File: src/rtl/pwl_pkg.sv
package pwl_pkg;
  localparam int X_W       = 11;
  localparam int X_FRAC    = 10;
  localparam int K_W       = 8;
  localparam int K_FRAC    = 6;
  localparam int B_W       = 11;
  localparam int Y_W       = 11;
  localparam int SEL_W     = 3;
  localparam int NUM_FN    = 5;
  localparam int MAX_SEG   = 15;
  localparam int SEG_TOTAL = 57;
  localparam int SEG_IDX_W = $clog2(SEG_TOTAL);
  localparam int LOCAL_W   = $clog2(MAX_SEG + 1);
  localparam int NDIG      = K_W / 2;
  localparam int PROD_W    = X_W + K_W + 1;
  localparam int SUM_W     = PROD_W + 1;

  // number of segments owned by each function code
  function automatic int seg_count(input int f);
    case (f)
      0:       return 15;
      1, 2:    return 14;
      default: return 7;
    endcase
  endfunction

  // first table entry of function f
  function automatic int seg_base(input int f);
    int s;
    s = 0;
    for (int i = 0; i < f; i++) s += seg_count(i);
    return s;
  endfunction

  // breakpoint j (0-based) of function f, quadratic spacing
  function automatic int brk_at(input int f, input int j);
    int n;
    n = seg_count(f);
    return ((j + 1) * (j + 1) * (1 << X_W)) / (n * n);
  endfunction

  // pre-rounded slope of table entry g, units of 2^-K_FRAC
  function automatic int slope_at(input int g);
    return ((g * 37 + 11) % 156) - 63;
  endfunction

  // pre-rounded intercept of table entry g, units of 2^-X_FRAC
  function automatic int icpt_at(input int g);
    return ((g * 211 + 5) % 1126) + 1;
  endfunction

  // one radix-4 Booth partial product, before its weight shift
  function automatic logic [PROD_W-1:0] booth_pp(input logic [2:0] trip,
                                                 input logic [X_W-1:0] x);
    logic [PROD_W-1:0] m;
    logic neg;
    case (trip)
      3'b001, 3'b010, 3'b101, 3'b110: m = PROD_W'(x);
      3'b011, 3'b100:                 m = PROD_W'(x) << 1;
      default:                        m = '0;
    endcase
    neg = trip[2] & ~(trip[1] & trip[0]);
    return neg ? (~m + 1'b1) : m;
  endfunction
endpackage

File: src/rtl/pwl_seg_select.sv
module pwl_seg_select
  import pwl_pkg::*;
(
  input  logic [X_W-1:0]       x,
  input  logic [SEL_W-1:0]     fsel,
  output logic [SEG_IDX_W-1:0] seg_idx,
  output logic                 sel_ok
);
  localparam int NBRK = MAX_SEG - 1;

  logic [NUM_FN-1:0][NBRK-1:0] hit;

  for (genvar f = 0; f < NUM_FN; f++) begin : g_fn
    for (genvar j = 0; j < NBRK; j++) begin : g_bp
      if (j < seg_count(f) - 1) begin : g_cmp
        assign hit[f][j] = (x >= X_W'(brk_at(f, j)));
      end else begin : g_none
        assign hit[f][j] = 1'b0;
      end
    end
  end

  logic [NBRK-1:0]      row;
  logic [LOCAL_W-1:0]   local_seg;
  logic [SEG_IDX_W-1:0] base;

  always_comb begin
    row  = '0;
    base = '0;
    for (int f = 0; f < NUM_FN; f++) begin
      if (fsel == SEL_W'(f)) begin
        row  = hit[f];
        base = SEG_IDX_W'(seg_base(f));
      end
    end
    local_seg = '0;
    for (int j = 0; j < NBRK; j++) local_seg = local_seg + LOCAL_W'(row[j]);
  end

  assign sel_ok  = (fsel < SEL_W'(NUM_FN));
  assign seg_idx = base + SEG_IDX_W'(local_seg);
endmodule

File: src/rtl/pwl_coef_rom.sv
module pwl_coef_rom
  import pwl_pkg::*;
(
  input  logic [SEG_IDX_W-1:0]  idx,
  output logic signed [K_W-1:0] kq,
  output logic [B_W-1:0]        bq
);
  logic [K_W-1:0] k_tab [SEG_TOTAL];
  logic [B_W-1:0] b_tab [SEG_TOTAL];

  for (genvar g = 0; g < SEG_TOTAL; g++) begin : g_ent
    assign k_tab[g] = K_W'(slope_at(g));
    assign b_tab[g] = B_W'(icpt_at(g));
  end

  always_comb begin
    if (idx < SEG_IDX_W'(SEG_TOTAL)) begin
      kq = k_tab[idx];
      bq = b_tab[idx];
    end else begin
      kq = '0;
      bq = '0;
    end
  end
endmodule

File: src/rtl/pwl_booth_mul.sv
module pwl_booth_mul
  import pwl_pkg::*;
(
  input  logic [X_W-1:0]           x,
  input  logic signed [K_W-1:0]    k,
  output logic signed [PROD_W-1:0] prod
);
  logic [K_W:0]        kx;
  logic [PROD_W-1:0]   pp [NDIG];

  assign kx = {k, 1'b0};

  for (genvar i = 0; i < NDIG; i++) begin : g_pp
    assign pp[i] = booth_pp(kx[2*i+2:2*i], x) << (2 * i);
  end

  // carry-save reduction of the partial products, one final adder
  always_comb begin
    logic [PROD_W-1:0] s, c, ns, nc;
    s = pp[0];
    c = '0;
    for (int i = 1; i < NDIG; i++) begin
      ns = s ^ c ^ pp[i];
      nc = ((s & c) | (s & pp[i]) | (c & pp[i])) << 1;
      s  = ns;
      c  = nc;
    end
    prod = s + c;
  end
endmodule

File: src/rtl/pwl_trunc_add.sv
module pwl_trunc_add
  import pwl_pkg::*;
(
  input  logic signed [PROD_W-1:0] prod,
  input  logic [B_W-1:0]           b,
  output logic [Y_W-1:0]           y,
  output logic                     sat_lo,
  output logic                     sat_hi
);
  logic signed [PROD_W-1:0] shifted;
  logic [SUM_W-1:0]         sum;

  // dropping the low bits of the two's complement value = floor
  assign shifted = prod >>> K_FRAC;
  assign sum     = {shifted[PROD_W-1], shifted} + SUM_W'(b);
  assign sat_lo  = sum[SUM_W-1];
  assign sat_hi  = ~sat_lo & (|sum[SUM_W-2:Y_W]);
  assign y       = sat_lo ? '0 : (sat_hi ? '1 : sum[Y_W-1:0]);
endmodule

File: src/rtl/pwl_eval.sv
module pwl_eval
  import pwl_pkg::*;
(
  input  logic             clk,
  input  logic             rst,
  input  logic             in_valid,
  input  logic [SEL_W-1:0] func_sel,
  input  logic [X_W-1:0]   x_in,
  output logic             out_valid,
  output logic [Y_W-1:0]   y_out
);
  logic [SEG_IDX_W-1:0]     seg_idx_w;
  logic                     sel_ok_w;
  logic signed [K_W-1:0]    kq_w;
  logic [B_W-1:0]           bq_w;
  logic signed [PROD_W-1:0] prod_w;
  logic [Y_W-1:0]           y_comb_w;
  logic                     sat_lo_w;
  logic                     sat_hi_w;

  pwl_seg_select u_sel (
    .x(x_in), .fsel(func_sel), .seg_idx(seg_idx_w), .sel_ok(sel_ok_w)
  );

  pwl_coef_rom u_rom (
    .idx(seg_idx_w), .kq(kq_w), .bq(bq_w)
  );

  pwl_booth_mul u_mul (
    .x(x_in), .k(kq_w), .prod(prod_w)
  );

  pwl_trunc_add u_add (
    .prod(prod_w), .b(bq_w), .y(y_comb_w), .sat_lo(sat_lo_w), .sat_hi(sat_hi_w)
  );

  always_ff @(posedge clk) begin
    if (rst) begin
      out_valid <= 1'b0;
      y_out     <= '0;
    end else begin
      out_valid <= in_valid;
      if (in_valid) y_out <= sel_ok_w ? y_comb_w : '0;
    end
  end
endmodule

File: config.mk
export PLATFORM = sky130hd
export DESIGN_NAME = pwl_eval
export DESIGN_NICKNAME = d
export VERILOG_FILES = /design/src/rtl/pwl_pkg.sv /design/src/rtl/pwl_seg_select.sv /design/src/rtl/pwl_coef_rom.sv /design/src/rtl/pwl_booth_mul.sv /design/src/rtl/pwl_trunc_add.sv /design/src/rtl/pwl_eval.sv
export SDC_FILE = /design/constraint.sdc
export NUM_CORES = 1
export LEC_CHECK = 0
export ABC_AREA = 1
export BUFFER_PORTS_ARGS = -buffer_cell sky130_fd_sc_hd__buf_2
export CORE_MARGIN = 4
export CORE_UTILIZATION = 42
export CTS_BUF_LIST = sky130_fd_sc_hd__clkbuf_4 sky130_fd_sc_hd__clkbuf_8
export CTS_CLUSTER_SIZE = 16
export DETAILED_ROUTE_END_ITERATION = 12
export PLACE_DENSITY_LB_ADDON = 0.08
export SLEW_MARGIN = 10
export SYNTH_ARGS = -nofsm -noshare
export SYNTH_HDL_FRONTEND = slang
export SYNTH_SLANG_ARGS = --single-unit
File: constraint.sdc
create_clock -name clk -period 15.8 [get_ports clk]
set_clock_uncertainty 0.1 [all_clocks]
set_input_delay 0 -clock clk [delete_from_list [all_inputs] [get_ports clk]]
set_output_delay 0 -clock clk [all_outputs]
set_load 0.02 [all_outputs]
; ---- Word level (Yosys, flattened, before mapping)
; Memories as Yosys holds them, arrays and structs flattened.
; Cells that the tools add are included.
[classes]
magnitude_cmp = 30
n_eq_ne = 25
muxes = 33
n_bitwise = 32
n_reduce_logical = 9
add_sub_neg = 26
[op_table]
columns = operator, count
row1 = AND 19 bit, 7
row2 = XOR 20 bit, 5
row3 = case mux 12 bit (2 select lines), 4
row4 = greater-or-equal comparator 11 bit (second input constant), 8
row5 = two-way mux 14 bit, 6
row6 = OR 19 bit, 4
row7 = greater-or-equal comparator 11 x 10 -> 1 bit (second input constant), 6
row8 = two-way mux 11 bit, 6
row9 = two-way mux 6 bit, 10
row10 = adder 4 x 1 -> 4 bit, 12
row11 = greater-or-equal comparator 11 x 9 -> 1 bit (second input constant), 4
row12 = adder 6 bit, 6
row13 = greater-or-equal comparator 11 x 8 -> 1 bit (second input constant), 3
row14 = equality test 3 bit (second input constant), 10
row15 = equality test 3 x 2 -> 1 bit (second input constant), 8
row16 = two-way mux 8 bit, 3
row17 = greater-or-equal comparator 11 x 4 -> 1 bit (second input constant), 2
row18 = greater-or-equal comparator 11 x 6 -> 1 bit (second input constant), 2
row19 = greater-or-equal comparator 11 x 7 -> 1 bit (second input constant), 2
row20 = adder 20 x 1 -> 20 bit (second input constant), 1
row21 = adder 20 bit, 1
row22 = two-way mux 20 bit, 1
row23 = inverter 12 -> 20 bit, 1
row24 = adder 18 x 1 -> 18 bit (second input constant), 1
row25 = 24 further kinds, 42
[totals]
mem_bits_ro = 1216
n_memories = 2
inputBits = 17
ff_bits = 12
wordCells = 159
output_inout_bits = 12
[memory_table]
columns = name, depth, word_bits, rd, rd_clocked_by_memory_dff, wr, line
row1 = (name not given), 64, 11, 1, 0, 0, pwl_coef_rom.sv:19  ; bq = b_tab[idx];
row2 = (name not given), 64, 8, 1, 0, 0, pwl_coef_rom.sv:18  ; kq = k_tab[idx];

; ---- Longest topological paths before layout
[logic_depth]
word_depth = 45
mapped_depth = 80
mapped_depth_nobuf = 76

; ---- By module
; Synthesis repeated with hierarchy kept, for this count alone.
[hier_totals]
hier_cells = 1300
hier_area_um2 = 7742.4
[modules_own_cells]
columns = mod, seq_area_each_um2, instances, cells_per_inst, area_per_inst_um2
row1 = pwl_booth_mul, 0.0, 1, 615, 3824.9
row2 = pwl_seg_select, 0.0, 1, 265, 1545.2
row3 = pwl_coef_rom, 0.0, 1, 229, 1102.3
row4 = pwl_trunc_add, 0.0, 1, 140, 764.5
row5 = pwl_eval, 240.2, 1, 51, 505.5

; ---- Worst setup path after synthesis
; No wires, ideal clock.
[synth_path]
path_kind = input port to flip-flop
startpoint = in x_in[10]
endpoint = reg y_out[2]
cell_stages = 67
setup_slack_ns = 3.491
t_arrival_ns = 12.085
n_path_buf = 4
required_time_ns = 15.576
path_cell_list = clkbuf_1 > clkbuf_1 > nor2_1 > inv_1 > nor2_1 > o211ai_1 > a31o_2 > ha_1 > fa_1 > inv_1 > fa_1 > fa_1 > fa_1 > inv_1 > fa_1 > fa_1 > fa_1 > inv_1 > (+31 left out) > o21ai_0 > nand2_1 > a21o_1 > a21oi_1 > nor2_1 > o21ai_0 > nand2_1 > nand2_1 > a21oi_1 > inv_1 > nand2_1 > a21boi_1 > nand3_2 > nand2_2 > buf_6 > nand2_2 > nand2_1 > a21oi_2
[synth_between]
elab_chain_len = 45
word_cells_on_any_way = 133
[synth_lines]
columns = item, line
row1 = start: declaration, pwl_eval.sv:8  ; input logic [X_W-1:0] x_in,
row2 = greater-or-equal comparator 11 x 4 -> 1 bit or greater-or-equal comparator 11 x 6 -> 1 bit (tied branches), pwl_seg_select.sv:16  ; assign hit[f][j] = (x >= X_W'(brk_at(f, j)));
row3 = two-way mux 14 bit (5 in a row), pwl_seg_select.sv:31  ; if (fsel == SEL_W'(f)) begin
row4 = adder 1 x 1 -> 2 bit, pwl_seg_select.sv:37  ; for (int j = 0; j < NBRK; j++) local_seg = local_seg + LOCAL_W'(row[j]);
row5 = adder 4 x 1 -> 4 bit (12 in a row), pwl_seg_select.sv:37
row6 = adder 6 x 4 -> 6 bit, pwl_seg_select.sv:41  ; assign seg_idx = base + SEG_IDX_W'(local_seg);
row7 = inverter 6 -> 7 bit (not written as such), "pwl_coef_rom.sv:18, pwl_coef_rom.sv:19"
row8 = memory read (64 x 8 bit), -
row9 = two-way mux 8 bit (not written as such) (2 in a row), pwl_coef_rom.sv:18
row10 = (+12 left out), -
row11 = OR 19 bit (2 in a row), pwl_booth_mul.sv:24  ; nc = ((s & c) | (s & pp[i]) | (c & pp[i])) << 1;
row12 = adder 20 bit, pwl_booth_mul.sv:28  ; prod = s + c;
row13 = adder 14 x 12 -> 15 bit (*), pwl_trunc_add.sv:15  ; assign sum = {shifted[PROD_W-1], shifted} + SUM_W'(b);
row14 = OR reduction 9 bit or inverter 1 bit (tied branches), pwl_trunc_add.sv:17  ; assign sat_hi = ~sat_lo & (|sum[SUM_W-2:Y_W]);
row15 = AND 1 bit, pwl_trunc_add.sv:17
row16 = two-way mux 11 bit, pwl_trunc_add.sv:18  ; assign y = sat_lo ? '0 : (sat_hi ? '1 : sum[Y_W-1:0]);
row17 = two-way mux 11 bit (*), pwl_trunc_add.sv:18
row18 = two-way mux 11 bit (*), pwl_eval.sv:43  ; if (in_valid) y_out <= sel_ok_w ? y_comb_w : '0;
row19 = end signal: assignment, pwl_eval.sv:43
row20 = end: declaration, pwl_eval.sv:10  ; output logic [Y_W-1:0] y_out
; Mark *: on every way between the ends. The rest lies on a longest branch, timed or not. The select of a mux whose other input is x is not followed.
; A chain may end at the register's enable or synchronous reset.

; ---- Worst setup path after layout
[layout_path]
startpoint = in func_sel[2]
endpoint = reg y_out[4]
[layout_between]
elab_chain_len = 45
word_cells_on_any_way = 116
[layout_lines]
columns = item, line
row1 = start: declaration, pwl_eval.sv:7  ; input logic [SEL_W-1:0] func_sel,
row2 = logical NOT 3 bit, pwl_seg_select.sv:31
row3 = two-way mux 14 bit (5 in a row), pwl_seg_select.sv:31
row4 = adder 1 x 1 -> 2 bit, pwl_seg_select.sv:37
row5 = adder 4 x 1 -> 4 bit (12 in a row), pwl_seg_select.sv:37
row6 = adder 6 x 4 -> 6 bit, pwl_seg_select.sv:41
row7 = inverter 6 -> 7 bit (not written as such), "pwl_coef_rom.sv:18, pwl_coef_rom.sv:19"
row8 = memory read (64 x 8 bit), -
row9 = two-way mux 8 bit (not written as such) (2 in a row), pwl_coef_rom.sv:18
row10 = (+11 left out), -
row11 = AND 19 bit, pwl_booth_mul.sv:24
row12 = OR 19 bit (2 in a row), pwl_booth_mul.sv:24
row13 = adder 20 bit, pwl_booth_mul.sv:28
row14 = adder 14 x 12 -> 15 bit, pwl_trunc_add.sv:15
row15 = OR reduction 9 bit or inverter 1 bit (tied branches), pwl_trunc_add.sv:17
row16 = AND 1 bit, pwl_trunc_add.sv:17
row17 = two-way mux 11 bit (2 in a row), pwl_trunc_add.sv:18
row18 = two-way mux 11 bit (*), pwl_eval.sv:43
; Marks and branches as above.

==> key figures <==
Run status
  – Status: finished, final reports clean

Final layout
  – Fill cell count: 1835
  – Fraction of layout cells with a size suffix above 1: 14.0%
  – Finished Cell Area: 7510 um2
  – Area Overhead vs Synth: 3.64%
  – Final net count: 1281
  – Fin cells: 1374
  – Antenna Cells: 0

Logic synthesis
  – Post-synth EDFFs: 0
  – Compound-gate portion of the synthesized area: 16.9%
  – Mapped Area: 7250 um2
  – Synth area leader: nand2_1
  – Sequential element share of the synthesized area: 3.31%
  – Synth warn: 0
  – Synth cell count leaders: 234 x nand2_1, 190 x inv_1, 101 x nor2_1
  – Simple-gate share of the synthesized area: 35.6%
  – Largest family of logic cells by synthesized area: simple AND/OR/NAND/NOR gates
  – Post-synth top flop: dfxtp_1
  – Mux share of post-synthesis cell area: 0%
  – Share of the synthesized area in the top cell type: 12.1%
  – Synthesized area per cell: 6.27 um2
  – Top-count cell post-synth: nand2_1
  – Gate count after technology mapping: 1156
  – Xor/xnor cell area share of the yosys netlist: 7.37%
  – Adder-cell share of the synthesized area: 22.9%
  – Post-synth cell types: 62
  – Synth area leaders: nand2_1 12%, ha_1 12%, fa_1 11%, inv_1 9.8%, nand3_1 5.2%
  – FFs w/ async S/R, synth: 0%
  – Synthesis-stage register bit count: 12
  – Synthesized net count: 1282

Drt
  – Via count: 7346
  – Drt wl/cell: 15.2 um
  – WL final: 20900 um
  – Remaining DRCs: 0
  – Antenna Nets Post-Route: 0
  – Starting DRT DRC Count: 672
  – DR vias/cell: 5.35
  – First-pass detailed-route iteration total: 7

STA
  – Clock period minus worst slack: 13.71 ns
  – Final Max Slew Viols: 0
  – Finish-stage setup viols: 0
  – TNS Setup: 0 ns
  – Worst slew pin tran: 0.921 ns
  – Final period util: 86.8%
  – RSZ-0062 raised after global routing: false
  – Final Hold Viols: 0
  – Worst slew margin: 38.2%
  – Fmax: 0.0729 GHz

Place
  – Hpwl dp: 17100 um
  – PortBufs: 28
  – Gp weighted congestion: 0.975
  – Post-Place Cell Area: 7460 um2
  – DP Cell Count: 1370

Worst hold path
  – Hold depth: 2
  – Worst hold path class: in2reg
  – Hold path startpoint: rst

Critical path
  – Critical Path RT: 15.81 ns
  – Startpoint Class: input pin
  – Crit. Startpoint: func_sel[2]
  – CP bufs+invs: 14
  – Most frequent CP cell: inv_1
  – Number of logic stages on the critical path including buffering: 70
  – Reg-to-reg critical path startpoint: y_out[9]
  – WS Path Type: in2reg
  – Delay-heaviest family, CP: adder cells
  – CP Max Fanout: 25
  – Slowest cell on the critical path: fa_1
  – CP max stage delay: 0.54 ns
  – Worst setup EP type: flip-flop
  – Data arrival, critical path: 13.72 ns
  – Cell count of the worst reg-to-reg path: 2

Floorplanning
  – Starting Density: 43.2%
  – Chip Height: 139 um
  – Num rows: 47
  – Die area: 19400 um2
  – Die width: 139 um
  – Core area: 16800 um2
  – I/O pins: 29

Clock network
  – Root Driver: clkbuf_8
  – Clock slew at reported path FFs: 0.05 ns
  – Post-CTS Hold Buffers: 0
  – CTS tree: built
  – Clk Latency, worst-skew pair: 0.24 ns
  – Postcts setup bufs: 0
  – Max clock buf depth: 2
  – Post-cts resize count: 0
  – CTS Buf Count: 3
  – Clock sinks: 12
  – H-tree levels: 1

Global route
  – Total Routing Usage GR: 20.9%
  – Number of global-route vias before repair: 6802
  – Total gr overflow: 0
  – First-pass GRT wire length: 34300 um
  – Initial antenna violation count: 0
  – Pin count of the biggest net entering global routing: 26

Job
  – Maxcap violations: 0
-- stage by stage --
| step | hold slack, ns | worst slack, ns | utilization (%) |
|---|---|---|---|
| 3_5_place_dp | 0.272 | 1.88 | 44.5 |
| 5_1_grt | 0.0291 | 0.961 | 44.8 |
| 6_report | 0.0239 | 2.09 | 44.8 |
| 3_3_place_gp | 0.274 | 1.83 | 44.5 |
| 2_1_floorplan | -0.0376 | 3.49 | - |
| 4_1_cts | 0.0222 | 2.11 | 44.8 |
-- routing by layer --
layer | track usage, % | vias up | part of all wire, %
met1 | 31.0 | 3264 | 48
met5 | 0 | - | 0
met4 | 5.51 | 0 | 2.7
met3 | 2.02 | 43 | 6.6
li1 | - | 3737 | -
met2 | 32.3 | 302 | 43
-- flip-flops by register name (all words and copies together) (netlist names) --
register and flops:
y_out 11, out_valid 1
-- cell families after synthesis --
kind of cell               count (synthesis)
and+or+nand+nor                          537
buffers and inverters                    246
AOI/OAI and AO/OA                        191
adders and majority gates                109
xor gates and xnor gates                  61
DFF                                       12
-- final cells by class --
type,count,area [um2],area share [%]
Multi-Input combinational cell,898,6000,79.8
Inverter,212,803,10.7
Tap cell,220,275,3.66
Sequential cell,12,240,3.20
Timing Repair Buffer,28,140,1.87
Clock buffer,4,55.1,0.733
-- final timing paths --
path / end / slack (ns)
setup / recovery: y_out[4] / 2.09
hold / removal: out_valid / 0.02
setup reg to reg: y_out[9] / 15.09
hold reg to reg: y_out[4] / 0.37
-- placed cells by master (no fill, tap or decap), types with 6 or more instances in the layout --
master,count
a211oi_1,7
ha_1,70
nor3_1,20
fa_1,39
nand2_1,234
inv_1,190
o211ai_1,6
inv_2,16
nand2_2,49
nor2_2,7
dfxtp_1,12
nor4_1,6
nand3_1,76
a21oi_1,54
nand3_2,15
o31ai_1,8
o22ai_1,10
nand4_1,6
o21ai_0,38
nand2_4,7
nor2_1,101
o21ai_2,9
xor2_1,38
a31oi_1,13
buf_2,28
a21oi_2,10
xnor2_1,23
Power is left out: the tool's default activity adds up to more than one toggle a clock period on the data nets, which glitch-free logic cannot reach.
